### src/rtl/scs_pkg.sv
package scs_pkg;
  typedef enum logic {
    WIN_IDLE = 1'b0,
    WIN_OPEN = 1'b1
  } win_state_t;
endpackage

### src/rtl/scs_edge_sync.sv
module scs_edge_sync #(
  parameter int STAGES = 2
) (
  input  logic clk,
  input  logic rst_n,
  input  logic async_in,
  output logic rise
);
  logic [STAGES:0] pipe_q;

  always_ff @(posedge clk or negedge rst_n) begin
    if (!rst_n) pipe_q <= '0;
    else        pipe_q <= {pipe_q[STAGES-1:0], async_in};
  end

  // pipe_q[STAGES-1] is the last synchronizer flop; pipe_q[STAGES] is its delayed copy.
  assign rise = pipe_q[STAGES-1] & ~pipe_q[STAGES];
endmodule

### src/rtl/scs_window_ctrl.sv
module scs_window_ctrl
  import scs_pkg::*;
#(
  parameter int CH_W = 4
) (
  input  logic            clk,
  input  logic            rst_n,
  input  logic            enable,
  input  logic            single_src,
  input  logic [CH_W-1:0] chan_count,
  input  logic            scan_rise,
  input  logic            conv_rise,
  output logic            open_evt,
  output logic            strobe,
  output logic            win_open,
  output logic            overrun
);
  win_state_t      state_q;
  logic [CH_W-1:0] done_q;
  logic [CH_W-1:0] done_base;
  logic [CH_W-1:0] done_next;
  logic            opener;
  logic            accept;
  logic            last;

  assign opener    = single_src ? conv_rise : scan_rise;
  assign open_evt  = enable && (chan_count != '0) && (state_q == WIN_IDLE) && opener;
  assign accept    = enable && (((state_q == WIN_OPEN) && conv_rise) || (single_src && open_evt));
  assign done_base = open_evt ? '0 : done_q;
  assign done_next = done_base + 1'b1;
  assign last      = accept && (done_next == chan_count);

  always_ff @(posedge clk or negedge rst_n) begin
    if (!rst_n) begin
      state_q <= WIN_IDLE;
      done_q  <= '0;
      strobe  <= 1'b0;
      overrun <= 1'b0;
    end else if (!enable) begin
      state_q <= WIN_IDLE;
      done_q  <= '0;
      strobe  <= 1'b0;
      overrun <= 1'b0;
    end else begin
      strobe <= accept;
      if (accept) done_q <= done_next;
      else if (open_evt) done_q <= '0;
      if (last) state_q <= WIN_IDLE;
      else if (open_evt) state_q <= WIN_OPEN;
      if (!single_src && scan_rise && (state_q == WIN_OPEN)) overrun <= 1'b1;
    end
  end

  assign win_open = (state_q == WIN_OPEN);
endmodule

### src/rtl/scs_chan_index.sv
module scs_chan_index #(
  parameter int CH_W = 4
) (
  input  logic            clk,
  input  logic            rst_n,
  input  logic            enable,
  input  logic            open_evt,
  input  logic            strobe,
  input  logic            win_open,
  output logic [CH_W-1:0] idx
);
  always_ff @(posedge clk or negedge rst_n) begin
    if (!rst_n)                  idx <= '0;
    else if (!enable)            idx <= '0;
    else if (open_evt)           idx <= '0;
    else if (strobe && win_open) idx <= idx + 1'b1;
  end
endmodule

### src/rtl/scan_conv_seq.sv
module scan_conv_seq #(
  parameter int CH_W        = 4,
  parameter int SYNC_STAGES = 2
) (
  input  logic            clk,
  input  logic            rst_n,
  input  logic            scan_clk_in,
  input  logic            conv_clk_in,
  input  logic            enable,
  input  logic [CH_W-1:0] chan_count,
  input  logic            single_src,
  output logic            conv_strobe,
  output logic [CH_W-1:0] chan_idx,
  output logic            window_active,
  output logic            overrun
);
  localparam int NPACE = 2;

  logic [NPACE-1:0] pace_in;
  logic [NPACE-1:0] pace_rise;
  logic             open_evt;

  assign pace_in = {conv_clk_in, scan_clk_in};

  for (genvar g = 0; g < NPACE; g++) begin : g_sync
    scs_edge_sync #(.STAGES(SYNC_STAGES)) u_sync (
      .clk      (clk),
      .rst_n    (rst_n),
      .async_in (pace_in[g]),
      .rise     (pace_rise[g])
    );
  end

  scs_window_ctrl #(.CH_W(CH_W)) u_win (
    .clk        (clk),
    .rst_n      (rst_n),
    .enable     (enable),
    .single_src (single_src),
    .chan_count (chan_count),
    .scan_rise  (pace_rise[0]),
    .conv_rise  (pace_rise[1]),
    .open_evt   (open_evt),
    .strobe     (conv_strobe),
    .win_open   (window_active),
    .overrun    (overrun)
  );

  scs_chan_index #(.CH_W(CH_W)) u_idx (
    .clk      (clk),
    .rst_n    (rst_n),
    .enable   (enable),
    .open_evt (open_evt),
    .strobe   (conv_strobe),
    .win_open (window_active),
    .idx      (chan_idx)
  );
endmodule

### config.mk
export PLATFORM = sky130hd
export DESIGN_NAME = scan_conv_seq
export DESIGN_NICKNAME = d
export VERILOG_FILES = /design/src/rtl/scs_pkg.sv /design/src/rtl/scs_edge_sync.sv /design/src/rtl/scs_window_ctrl.sv /design/src/rtl/scs_chan_index.sv /design/src/rtl/scan_conv_seq.sv
export SDC_FILE = /design/constraint.sdc
export NUM_CORES = 1
export LEC_CHECK = 0
export ABC_AREA = 1
export BUFFER_PORTS_ARGS = -buffer_cell sky130_fd_sc_hd__buf_2
export CAP_MARGIN = 10
export CORE_MARGIN = 4
export CORE_UTILIZATION = 35
export DETAILED_ROUTE_END_ITERATION = 8
export PLACE_DENSITY = 0.63
export RECOVER_POWER = 50
export SLEW_MARGIN = 20
export SYNTH_ARGS = -nofsm -noshare
export SYNTH_HDL_FRONTEND = slang
export SYNTH_HIERARCHICAL = 1
export SYNTH_SLANG_ARGS = --single-unit
### constraint.sdc
create_clock -name clk -period 2.6 [get_ports clk]
set_input_delay 0.65 -clock clk [delete_from_list [all_inputs] [get_ports clk]]
set_output_delay 0.65 -clock clk [all_outputs]
set_load 0.01 [all_outputs]
==> impl_results.md <==
* Final hold viol count at 0
* CTS tree: yes
* Max capacitance violation total at 0
* Synth Area in Compound Gates at 0.0878
* Final core utilization at 0.429
* Crit path top cell by count: nor2_1
* Layout overhead on the synthesized area at 14.9%
* Crit path max fanout at 9
* Worst r2r src: g_sync[1].u_sync/pipe_q[2]
* Tightest Pin Transition at 0.913 ns
* Setup bufs post-CTS at 0
* Crit path from: enable
* Number of buffers created by CTS at 3
* GRT Total Usage at 0.126
* CP cell instances: buf_2, inv_2, nor2_4, nand3_2, nand2_1, inv_1, ha_1, xnor2_1, nand3_1, nor2_1, nand2_1, nor2_1, nor2_1
* Largest family of logic cells by synthesized area: simple AND/OR/NAND/NOR gates
* Post-synthesis sequential area ratio at 0.452
* FILL cells at 273
* Vias in the first global route at 821
* Post-Syn Nets at 127
* Critical path endpoint category: register
* Ys async rst share at 1.00
* Final Slew Violations at 0
* Worst reg2reg path depth at 13
* Antenna violations before repair at 0
* Clock-pin slew on the worst setup and hold paths at 0.10 ns
* Clock Skew at 0.00550 ns
* Worst setup path category: in -> reg
* Placed Area at 1050 um2
* Synth Area in Simple Gates at 0.316
* Max-Slew Margin vs Limit at 0.391
* Clk_lat worst skew at 0.28 ns
* Ys Warns at 6
* DR WL/cell at 11.6 um
* Leak pwr at 0.613 nW
* Htree depth at 1
* Global-route wire length before repair at 3480 um
* Worst setup path end: u_win/win_open
* Ys flop type: dfrtp_1
* Largest net degree at the start of global routing at 18
* Row cnt at 18
* # resized after CTS at 0
* # hold bufs at CTS at 0
* Status: finished, final reports clean
* Die area at 3580 um2
* Initial DRC count at 54
* Largest stage delay, worst path at 0.31 ns
* Min Hold Slack at 0.359 ns
* Worst hold path type: reg -> reg
* Worst EP arrival at 2.08 ns
* Detailed placer's ending HPWL at 1540 um
* Period minus WS final at 1.91 ns
* Final ANT Viol Nets at 0
* Die height at 59.9 um
* Vias at 786
* Synth Area per Inst at 8.18 um2
* Power Density at 438 nW/um2
* RSZ-0062 raised after global routing: false
* Post-route setup TNS at 0 ns
* Setup Viol. Count Final at 0
* CP Buf/Inv Count at 3
* Worst path depth at 13
* Post-synth EDFFs at 0
* Startpoint types: primary input
* XOR/XNOR Fraction of Synth Area at 0.00931
* Final Cycle Share at 0.733
* CTS Root Cell: clkbuf_4
* RR Endpoint: u_win/win_open
* Max frequency at 525 MHz
* IR drop worst, VDD at 0.000291 V
* Syn Inst Count at 115
* CTS sink count at 17
* CTS max path bufs at 2
* Slowest-stage cell, CP: ha_1
* Die Wd at 59.9 um
* R2R Setup Slk at 0.78 ns
* Layout Nets at 148
* Ant diodes at 0
* Effective utilization at floorplan at 0.373
* Pre-Repair DR Iteration Count at 4
* Total gr overflow at 0
* Io pins at 17
* Post-Synth Adder-Cell Area at 0.0266
* Cell Area, Synth at 941 um2
* Routed Wire Length at 1910 um
* Routability cong. at 0.812
* Cell area after layout at 1080 um2
* Core Region at 2520 um2
* Family with the most delay on the worst path: simple AND/OR/NAND/NOR gates
* Yosys reg bits at 17
* Layout cells sized above 1 at 0.281
* Worst EP required at 2.77 ns
* Synth unique cells at 25
* IO Port Bufs at 16
* Mux share of post-synthesis cell area at 0
* Mean number of vias per cell at 4.76
* Drt drc at 0
[sequential cells by signal, indices dropped and copies added, names as in the netlist]
name and flops:
g_sync.u_sync/pipe_q 6, u_win/done_q 4, u_idx/idx 4, u_win/overrun 1
u_win/win_open 1, u_win/strobe 1
[worst reg2reg max path, delay by kind of cell, from the launching register on]
| family | cells | cell delay (ns) |
|---|---|---|
| xor gates and xnor gates | 1 | 0.16 |
| DFF | 1 | 0.39 |
| adders and majority gates | 1 | 0.31 |
| buffers and inverters | 1 | 0.05 |
| and+or+nand+nor | 10 | 0.83 |
[report_power, final]
| part | switching, mW | internal [mW] | total (mW) |
|---|---|---|---|
| Clock | 0.0796 | 0.0570 | 0.137 |
| Combinational | 0.0359 | 0.0214 | 0.0573 |
| Sequential | 0.00695 | 0.273 | 0.280 |
| Total | 0.122 | 0.351 | 0.474 |
[placed cells by master (no fill, tap or decap), types with 2 or more instances in the layout]
cell type	count
inv_1	22
nand2_2	3
a21oi_1	2
clkbuf_4	3
ha_1	2
o21ai_2	2
nor2_1	11
nand3_1	9
nor2_4	2
nor2_2	3
inv_2	2
dfrtp_1	17
o21ai_1	2
nand4_1	2
o21ai_0	3
nand3_2	4
nand2_1	20
buf_2	15
[synth_stat cells (2+ instances only)]
library cell / number / area share
nor2_2: 3 / 0.020
inv_2: 2 / 0.0080
o21ai_2: 2 / 0.019
a21oi_1: 2 / 0.011
nor2_4: 2 / 0.024
nand2_1: 20 / 0.080
nand4_1: 2 / 0.013
nor2_1: 11 / 0.044
ha_1: 2 / 0.027
nand3_1: 9 / 0.048
nand3_2: 4 / 0.043
nand2_2: 3 / 0.020
o21ai_1: 2 / 0.011
dfrtp_1: 17 / 0.45
o21ai_0: 3 / 0.016
inv_1: 22 / 0.088
[how the worst min path moves through the flow]
stage | end | depth (start not counted) | slack, ns | start
finish | g_sync[1].u_sync/pipe_q[1] | 0 | 0.36 | g_sync[1].u_sync/pipe_q[0]
global route | g_sync[1].u_sync/pipe_q[1] | 0 | 0.38 | g_sync[1].u_sync/pipe_q[0]
CTS | u_idx/idx[1] | 1 | 0.27 | rst_n
detailed placement | g_sync[1].u_sync/pipe_q[1] | 0 | 0.34 | g_sync[1].u_sync/pipe_q[0]
global placement | g_sync[1].u_sync/pipe_q[1] | 0 | 0.34 | g_sync[1].u_sync/pipe_q[0]
floorplan | g_sync[0].u_sync/pipe_q[1] | 0 | 0.33 | g_sync[0].u_sync/pipe_q[0]
[per-stage QoR]
| stage | setup WS, ns | total power, mW | cells |
|---|---|---|---|
| final | 0.694 | 0.474 | 165 |
| after detailed placement | 0.396 | 0.343 | 161 |
| after CTS | 0.692 | 0.482 | 165 |
| after global routing | 0.509 | 0.506 | 165 |
| after floorplan | 0.587 | 0.319 | 115 |
| after global placement | 0.461 | 0.341 | 161 |
[area by class of cell]
type                       count  area (um2)  area share
inverter                      24        90.1      0.0833
sequential                    17         425       0.394
multi-input combinational     73         414       0.383
clock inverter                 1        5.00     0.00463
tap                           30        37.5      0.0347
clock buffer                   3        22.5      0.0208
timing repair buffer          17        86.3      0.0799
[layer usage]
layer | vias to the layer above | track usage | share of wire
li1 | 403 | - | -
met1 | 364 | 0.164 | 0.47
met2 | 17 | 0.211 | 0.47
met3 | 2 | 0.0324 | 0.057
met4 | 0 | 0.0253 | 0.0052
met5 | - | 0 | 0
[kinds of logic (layout without fill, tap and decap cells)]
group,after synthesis,count (layout)
AO/OA/AOI/OAI,13,13
XOR/XNOR,1,1
adder cells (fa/ha/maj),2,2
buffers and inverters,25,45
flip-flops,17,17
AND/OR/NAND/NOR,57,57
(Power assumes the default switching activity.)
